--- config.mk ---
export PLATFORM = sky130hd
export DESIGN_NAME = hist_rollback_buf
export DESIGN_NICKNAME = d
export VERILOG_FILES = /design/src/rtl/hb_pkg.sv /design/src/rtl/hb_entry_ram.sv /design/src/rtl/hb_flag_bank.sv /design/src/rtl/hb_ctrl.sv /design/src/rtl/hist_rollback_buf.sv
export SDC_FILE = /design/constraint.sdc
export NUM_CORES = 1
export LEC_CHECK = 0
export ABC_CLOCK_PERIOD_IN_PS = 24100
export CELL_PAD_IN_SITES_DETAIL_PLACEMENT = 1
export CELL_PAD_IN_SITES_GLOBAL_PLACEMENT = 2
export CORE_ASPECT_RATIO = 0.6
export CORE_UTILIZATION = 45
export CTS_CLUSTER_DIAMETER = 30
export DETAILED_ROUTE_END_ITERATION = 12
export HOLD_SLACK_MARGIN = 0.05
export PLACE_DENSITY_LB_ADDON = 0.1
export SLEW_MARGIN = 10
export SYNTH_ARGS = -nofsm -noshare
export SYNTH_HDL_FRONTEND = slang
export SYNTH_SLANG_ARGS = --single-unit
--- constraint.sdc ---
create_clock -name clk -period 24.1 [get_ports clk]
set_clock_uncertainty 0.05 [all_clocks]
set_input_delay 4.82 -clock clk [delete_from_list [all_inputs] [get_ports clk]]
set_output_delay 4.82 -clock clk [all_outputs]
set_load 0.005 [all_outputs]
--- src/rtl/hb_pkg.sv ---
package hb_pkg;
  typedef enum logic {ST_RUN, ST_ROLL} hb_state_e;

  function automatic int unsigned ptr_next(int unsigned p, int unsigned depth);
    return (p == depth - 1) ? 0 : p + 1;
  endfunction

  function automatic int unsigned ptr_prev(int unsigned p, int unsigned depth);
    return (p == 0) ? depth - 1 : p - 1;
  endfunction
endpackage

--- src/rtl/hb_entry_ram.sv ---
module hb_entry_ram #(
  parameter int DEPTH = 8,
  parameter int W     = 64,
  localparam int AW   = (DEPTH > 1) ? $clog2(DEPTH) : 1
) (
  input  logic          clk,
  input  logic          wr_en,
  input  logic [AW-1:0] wr_addr,
  input  logic [W-1:0]  wr_data,
  input  logic [AW-1:0] rd_addr,
  output logic [W-1:0]  rd_data
);
  logic [W-1:0] mem [DEPTH];

  always_ff @(posedge clk) begin
    if (wr_en) mem[wr_addr] <= wr_data;
  end

  assign rd_data = mem[rd_addr];
endmodule

--- src/rtl/hb_flag_bank.sv ---
module hb_flag_bank #(
  parameter int DEPTH = 8,
  localparam int AW   = (DEPTH > 1) ? $clog2(DEPTH) : 1
) (
  input  logic          clk,
  input  logic          rst,
  input  logic          alloc_en,
  input  logic [AW-1:0] alloc_idx,
  input  logic          fin_en,
  input  logic [AW-1:0] fin_idx,
  input  logic          fin_exc,
  input  logic [AW-1:0] head_idx,
  output logic          head_done,
  output logic          head_exc
);
  logic [DEPTH-1:0] done_q;
  logic [DEPTH-1:0] exc_q;

  for (genvar i = 0; i < DEPTH; i++) begin : g_slot
    always_ff @(posedge clk) begin
      if (rst) begin
        done_q[i] <= 1'b0;
        exc_q[i]  <= 1'b0;
      end else if (fin_en && fin_idx == AW'(i)) begin
        done_q[i] <= 1'b1;
        exc_q[i]  <= fin_exc;
      end else if (alloc_en && alloc_idx == AW'(i)) begin
        done_q[i] <= 1'b0;
        exc_q[i]  <= 1'b0;
      end
    end
  end

  assign head_done = done_q[head_idx];
  assign head_exc  = exc_q[head_idx];
endmodule

--- src/rtl/hb_ctrl.sv ---
module hb_ctrl
  import hb_pkg::*;
#(
  parameter int DEPTH = 8,
  parameter int PC_W  = 32,
  localparam int AW   = (DEPTH > 1) ? $clog2(DEPTH) : 1,
  localparam int CW   = $clog2(DEPTH + 1)
) (
  input  logic            clk,
  input  logic            rst,
  input  logic            iss_valid,
  input  logic            head_done,
  input  logic            head_exc,
  input  logic [PC_W-1:0] walk_pc,
  output logic            iss_ok,
  output logic            iss_fire,
  output logic [AW-1:0]   tail,
  output logic [AW-1:0]   head,
  output logic [AW-1:0]   walk,
  output logic [CW-1:0]   count,
  output logic            rolling,
  output logic            rb_done,
  output logic [PC_W-1:0] rb_pc
);
  hb_state_e state;
  logic      head_fault;
  logic      retire;

  assign head_fault = (count != '0) && head_done && head_exc;
  assign retire     = (count != '0) && head_done && !head_exc;
  assign rolling    = (state == ST_ROLL);
  assign iss_ok     = (state == ST_RUN) && (count != CW'(DEPTH)) && !head_fault;
  assign iss_fire   = iss_valid && iss_ok;

  always_ff @(posedge clk) begin
    if (rst) begin
      state   <= ST_RUN;
      head    <= '0;
      tail    <= '0;
      walk    <= '0;
      count   <= '0;
      rb_done <= 1'b0;
      rb_pc   <= '0;
    end else begin
      rb_done <= 1'b0;
      if (state == ST_RUN) begin
        if (head_fault) begin
          state <= ST_ROLL;
          walk  <= AW'(ptr_prev(32'(tail), DEPTH));
        end else begin
          if (iss_fire) tail <= AW'(ptr_next(32'(tail), DEPTH));
          if (retire)   head <= AW'(ptr_next(32'(head), DEPTH));
          count <= count + CW'(iss_fire) - CW'(retire);
        end
      end else begin
        if (walk == head) begin
          state   <= ST_RUN;
          head    <= '0;
          tail    <= '0;
          count   <= '0;
          rb_done <= 1'b1;
          rb_pc   <= walk_pc;
        end else begin
          walk <= AW'(ptr_prev(32'(walk), DEPTH));
        end
      end
    end
  end
endmodule

--- src/rtl/hist_rollback_buf.sv ---
module hist_rollback_buf #(
  parameter int DEPTH  = 8,
  parameter int NREG   = 32,
  parameter int DATA_W = 32,
  parameter int PC_W   = 32,
  localparam int RA_W  = $clog2(NREG),
  localparam int PTR_W = (DEPTH > 1) ? $clog2(DEPTH) : 1,
  localparam int CNT_W = $clog2(DEPTH + 1),
  localparam int ENT_W = RA_W + PC_W + DATA_W
) (
  input  logic              clk,
  input  logic              rst,
  input  logic              iss_valid,
  input  logic [RA_W-1:0]   iss_dst,
  input  logic [PC_W-1:0]   iss_pc,
  output logic              iss_ready,
  output logic [PTR_W-1:0]  iss_tag,
  output logic [RA_W-1:0]   rf_rd_addr,
  input  logic [DATA_W-1:0] rf_rd_data,
  input  logic              cmp_valid,
  input  logic [PTR_W-1:0]  cmp_tag,
  input  logic              cmp_exc,
  input  logic [RA_W-1:0]   cmp_dst,
  input  logic [DATA_W-1:0] cmp_data,
  output logic              rf_we,
  output logic [RA_W-1:0]   rf_wa,
  output logic [DATA_W-1:0] rf_wd,
  output logic              busy,
  output logic              rb_done,
  output logic [PC_W-1:0]   rb_pc
);
  logic [PTR_W-1:0]  tail, head, walk;
  logic [CNT_W-1:0]  count;
  logic              iss_fire, rolling, head_done, head_exc;
  logic [ENT_W-1:0]  ent_rd;
  logic [RA_W-1:0]   ent_dst;
  logic [PC_W-1:0]   ent_pc;
  logic [DATA_W-1:0] ent_old;

  assign rf_rd_addr = iss_dst;
  assign iss_tag    = tail;
  assign busy       = rolling;
  assign {ent_dst, ent_pc, ent_old} = ent_rd;

  hb_ctrl #(.DEPTH(DEPTH), .PC_W(PC_W)) u_ctrl (
    .clk(clk), .rst(rst), .iss_valid(iss_valid),
    .head_done(head_done), .head_exc(head_exc), .walk_pc(ent_pc),
    .iss_ok(iss_ready), .iss_fire(iss_fire),
    .tail(tail), .head(head), .walk(walk), .count(count),
    .rolling(rolling), .rb_done(rb_done), .rb_pc(rb_pc)
  );

  hb_entry_ram #(.DEPTH(DEPTH), .W(ENT_W)) u_ram (
    .clk(clk), .wr_en(iss_fire), .wr_addr(tail),
    .wr_data({iss_dst, iss_pc, rf_rd_data}),
    .rd_addr(walk), .rd_data(ent_rd)
  );

  hb_flag_bank #(.DEPTH(DEPTH)) u_flags (
    .clk(clk), .rst(rst),
    .alloc_en(iss_fire), .alloc_idx(tail),
    .fin_en(cmp_valid && !rolling), .fin_idx(cmp_tag), .fin_exc(cmp_exc),
    .head_idx(head), .head_done(head_done), .head_exc(head_exc)
  );

  always_comb begin
    if (rolling) begin
      rf_we = 1'b1;
      rf_wa = ent_dst;
      rf_wd = ent_old;
    end else begin
      rf_we = cmp_valid;
      rf_wa = cmp_dst;
      rf_wd = cmp_data;
    end
  end
endmodule

Word-level counts from Yosys, hierarchy flattened
Memory sizes are Yosys's and may differ from the RTL's. A register that Yosys moved wholly into a read port is not among the register bits.
Cells that the tools add are included.
- register bits: 63
- RAM bits: 552
- bits of input ports: 114
- output and inout bits: 81
- logic and storage cells: 155
- memories kept: 1
- add/sub/neg operators: 6
- order comparisons: 1
- eq/ne operators: 20
- mux-type cells: 56
- bitwise logic cells: 1
- reduce and logical (&&, ||, !) cells: 47
- memory list (name ; words ; bits a word ; rd ports ; clocked after memory_dff ; write ports ; line ; RTL):
    u_ram.mem ; 8 ; 69 ; 1 ; 1 ; 1 ; hb_entry_ram.sv:13 ; logic [W-1:0] mem [DEPTH];
- operator list (kind ; number):
    3-bit 2-to-1 mux ; 16
    1-bit 2-to-1 mux ; 33
    32-bit 2-to-1 mux ; 1
    3-bit equality test (second input constant) ; 9
    1-bit logical AND ; 23
    2-bit nonzero test ; 11
    3-bit by 2-bit equality test with 1-bit output (second input constant) ; 4
    4-bit 2-to-1 mux ; 3
    3-bit zero test ; 3
    3-bit by 1-bit adder with 3-bit output (second input constant) ; 2
    1-bit binary-select mux with 3-bit select ; 2
    3-bit by 1-bit equality test with 1-bit output (second input constant) ; 2
    2-bit AND reduction ; 3
    3-bit AND reduction ; 2
    3-bit by 1-bit subtractor with 3-bit output (second input constant) ; 2
    5-bit 2-to-1 mux ; 1
    4-bit by 1-bit adder with 4-bit output ; 1
    3-bit by 4-bit less-than comparator with 1-bit output (second input constant) ; 1
    2-bit != test (second input constant) ; 2
    4-bit != test (second input constant) ; 1
    4-bit nonzero test ; 1
    4-bit by 1-bit subtractor with 4-bit output ; 1
    3-bit equality test ; 1
    1-bit zero test ; 3
    3 further kinds ; 3

Depth between registers and ports, before layout
- word-level depth: 11
- mapped depth: 16
- gate-level depth less buffers: 14

Modules after synthesis
Synthesis repeated with hierarchy kept, for this count alone.
- cell total of the unflattened synthesis: 1184
- area total of the unflattened synthesis: 24198.2 µm²
- modules (own cells, without submodules) (module ; times used ; cells an instance ; area an instance (µm²) ; sequential area each (µm²)):
    hb_entry_ram ; 1 ; 811 ; 20776.2 ; 16575.9
    hb_ctrl ; 1 ; 249 ; 2084.5 ; 940.9
    hb_flag_bank ; 1 ; 76 ; 803.3 ; 320.3
    hist_rollback_buf ; 1 ; 48 ; 534.3 ; 0.0

Worst setup path after synthesis
OpenSTA, ideal clock, no wires.
- kind: input -> register
- from: input iss_valid
- to: memory u_ram.mem[1][0] (netlist name) (enable)
- setup time: 0.666 ns
- arrival time: 12.015 ns
- data required time: 23.384 ns
- slack: 11.369 ns
- cell stages on the path: 6
- buffers on the path: 2
- cell sequence: buf_1 -> nand2_1 -> nor2_4 -> inv_2 -> buf_6 -> nor4_1
- word-level cells in the longest chain between the ends: 3
- RTL lines (item ; line ; RTL):
    start, declared ; hist_rollback_buf.sv:13 ; input logic iss_valid,
    1-bit logical AND ; hb_ctrl.sv:33 ; assign iss_fire = iss_valid && iss_ok;
    1-bit 2-to-1 mux ; hb_entry_ram.sv:16 ; if (wr_en) mem[wr_addr] <= wr_data;
    1-bit 2-to-1 mux (implied by the code) ; hb_entry_ram.sv:16 ;
    end, declared ; hb_entry_ram.sv:13 ;
No other way between the ends.

Worst setup path after layout
- from: input iss_dst[2]
- to: output rf_rd_addr[2]
- RTL lines (item ; line ; RTL):
    start, declared ; hist_rollback_buf.sv:14 ; input logic [RA_W-1:0] iss_dst,
    end, declared ; hist_rollback_buf.sv:18 ; output logic [RA_W-1:0] rf_rd_addr,
No word-level cell between the ends.

==> summary.md <==
| Metric | Value |
|---|---|
| Data required, critical path | `between 15 and 20 ns` |
| Net Sw Power | `0.623 mW` |
| Synth Cell Area | `23900 um^2` |
| Critical Path End Type | `primary output` |
| Mapped Nets | `roughly 1.3k` |
| CP delay by family, top | `buffers and inverters` |
| DRC | `0` |
| Congestion Overflow GR | `0` |
| TritonCTS clock tree | `yes` |
| Fin crit period | `roughly 11 ns` |
| RSZ-0062 raised after global routing | `no` |
| Share of the yosys chip area belonging to registers | `around three quarters` |
| Max stage delay on crit path | `0.66 ns` |
| Detailed Place HPWL | `around 30000 um` |
| WL final | `around 55000 um` |
| Clock Sinks | `~620` |
| Top cell by count, worst path | `clkdlybuf4s50_1` |
| Post-CTS Resized | `0` |
| Pre-antenna DRT Iters | `4` |
| Clk network pwr share | `49.7%` |
| Leak | `between 9 and 10 nW` |
| Buf/Inv on CP | `2` |
| Worst Reg2Reg Path Length in Cells | `8` |
| Simple-Gate Fraction of Synth Area | `under 10%` |
| Drt wl/cell | `24.6 um` |
| Die Y | `approximately 180 um` |
| Slowest cell on crit path | `clkdlybuf4s50_1` |
| Max VDD drop | `approximately 0.076 mV` |
| Final std cells w/o fill | `about 2.2k` |
| Crit Path Category | `in -> out` |
| Max-cap violation count | `0` |
| Status | `completed` |
| Postcts setup bufs | `0` |
| I/O pin cnt | `about 200` |
| Total number of vias | `12.4k` |
| Hold path depth | `2` |
| Compound-Gate Fraction of Synth Area | `between 3 and 4%` |
| NumNets Final | `approximately 1.6k` |
| Crit-path cells | `clkdlybuf4s50_1 > clkdlybuf4s50_1` |
| Initial DRC Count | `~750` |
| Share of the cycle needed by the critical path after routing | `between 40% and 50%` |
| Post-synthesis adder-cell area fraction | `less than 1%` |
| Synth cell types | `between 40 and 50` |
| CTS Root Cell | `clkbuf_16` |
| Fin. Hold Viols | `0` |
| Worst path depth | `2` |
| Clock transition at path regs | `~0.050 ns` |
| Setup TNS | `0 ns` |
| Top cells by area, synth | `edfxtp_1, mux4_2, dfxtp_1, mux2i_1, a21oi_1` |
| Starting Density | `a little under half` |
| # setup viols final | `0` |
| Initial antenna violation count | `2` |
| Worst-skew pair later-pin latency | `between 0.6 and 0.7 ns` |
| WP data arrival | `6.05 ns` |
| Row cnt | `65` |
| All-Layer GR Usage | `20.8%` |
| Vias in the first global route | `~13k` |
| Die ar. | `approximately 54000 um^2` |
| Final ANT Viol Nets | `0` |
| Gpl congestion | `0.721` |
| CTS Buf Count | `94` |
| Die width | `300 um` |
| Largest net degree at the start of global routing | `70` |
| Power Density | `93.4 nW/um^2` |
| Avg Cell Area, Syn | `just under 20 um^2` |
| Port Buffers | `about 190` |
| Synth top area share | `around 69%` |
| Normalized max-slew margin | `around 28%` |
| Async SR Flop Fraction | `0%` |
| Net Sw Frac | `22.3%` |
| Worst-margin pin slew | `between 1 and 1.5 ns` |
| Fillers | `~4.6k` |
| Clock Path Buffers | `3` |
| Fmax | `91.6 MHz` |
| Mux contribution to synthesized area | `between 10% and 20%` |
| Via density per instance | `between 5 and 6` |
| Area leader, netlist | `edfxtp_1` |
| Main synth FF type | `edfxtp_1` |
| Gate power share | `around 6%` |
| Number of synthesized flops with an enable pin | `between 500 and 600` |
| Cell-internal power | `about 2.2 mW` |
| Hold_buf cts | `0` |
| First-pass GRT wire length | `approximately 84000 um` |
| Final Max Slew Viols | `0` |
| CTS H-Tree Depth | `3` |
| Critical-path maximum fanout | `9` |
| Seq cells post-synth | `about 620` |
| Core box area | `around 53000 um^2` |
| Yosys warnings | `0` |
| Layout area overhead | `25.2%` |
| Seq pwr share | `between 40% and 50%` |
| Inst Count DP | `between 2k and 2.5k` |
| Largest family of logic cells by synthesized area | `multiplexers` |
| Synth Area in XOR/XNOR | `0.183%` |
| Syn Inst Count | `1213` |
| Fraction of layout cells with a size suffix above 1 | `between 20 and 25%` |
| Hold Path Class | `reg -> reg` |
| Startpoint types | `input pin` |
[area by class of cell]
type	instances	area (um^2)	share of cell area [%]
sequential	618	17900	59.8
clock inverter	71	842	2.81
multi-input combinational	500	5670	18.9
timing repair buffer	223	2150	7.19
inverter	17	63.8	0.213
clock buffer	103	2430	8.11
tap	703	880	2.94
antenna	1	2.50	0.00835
[per-stage QoR]
step / instance area (um^2) / total power [mW] / setup WS [ns] / util, % / hold WS (ns)
finish: 30000 / 2.80 / 13.18 / 57.0 / 0.433
global route: 30000 / 2.88 / 13.12 / 57.0 / 0.466
CTS: 30000 / 2.83 / 13.19 / 57.0 / 0.426
detailed placement: 26700 / 1.43 / 13.18 / 50.8 / 0.411
global placement: 26700 / 1.43 / 13.22 / 50.8 / 0.406
floorplan: 23900 / 1.35 / 11.37 / - / 0.394
[layer usage]
metal  vias up  routed length [um]  track usage (%)
met3        74                2410             3.81
met5         -                  13                0
met1      6539               25300             30.1
met4         2                 885             5.29
met2       258               26500             32.8
li1       5486                   -                -
[layout by cell type (no fill, tap or decap), drive strengths merged, types with 31 or more instances in the layout]
cell             n
a21oi           56
nor2            75
mux4           142
dfxtp           66
mux2i           70
edfxtp         552
clkdlybuf4s50  193
clkinv          31
a211oi          34
clkbuf         103
inv             32
[cells by family (layout without fill, tap and decap cells)]
kind of cell | Yosys count | count (layout)
simple gates | 138 | 138
fa+ha+maj | 18 | 18
mux | 214 | 214
buf+inv | 95 | 414
other cells | 0 | 1
flops | 618 | 618
xor+xnor | 5 | 5
compound gates | 125 | 125
[synth_stat cells (all sizes together) (2+ instances only)]
cell	number
nor3b	2
nor3	4
dfxtp	66
mux4	142
nand3b	2
nand3	10
nor4	9
o22ai	3
nand4	6
xnor2	4
o2111ai	7
buf	33
nor2	75
nor2b	2
inv	17
a211oi	34
nand2	20
mux2	2
edfxtp	552
o211ai	2
or4	2
o21ai	15
o41ai	3
clkbuf	45
a21oi	56
ha	17
mux2i	70
[registers in the layout, indices dropped and copies added, names as in the netlist, 3 cells and up, named ones only]
name and count:
u_ctrl.walk 3, u_ctrl.head 3, u_ctrl.count 4, u_ram.mem 552
u_ctrl.tail 3, u_flags.done_q 8, u_ctrl.rb_pc 32, u_flags.exc_q 8
[power groups by stage]
| stage | Clock [mW] | Combinational, mW | Sequential, mW |
|---|---|---|---|
| floorplan | 0 | 0.0898 | 1.26 |
| global placement | 0 | 0.169 | 1.26 |
| detailed placement | 0 | 0.172 | 1.26 |
| CTS | 1.42 | 0.173 | 1.24 |
| global route | 1.46 | 0.185 | 1.24 |
| finish | 1.39 | 0.169 | 1.24 |
[final timing paths]
check,slack [ns],to,startpoint
worst max-delay path,13.18,rf_rd_addr[2],iss_dst[2]
worst max register to register,19.65,u_ram.mem[3][14],u_ctrl.head[2]
worst min-delay path,0.43,u_ctrl.count[2],u_ctrl.count[2]
worst min register to register,0.43,u_ctrl.count[2],u_ctrl.count[2]
[tightest hold or removal path, stage by stage (launching register included)]
cell     delay [ns]
dfxtp_1        0.31
nand3_1        0.07
a21oi_1        0.06
Note: power is estimated with default switching activity, not from simulation.
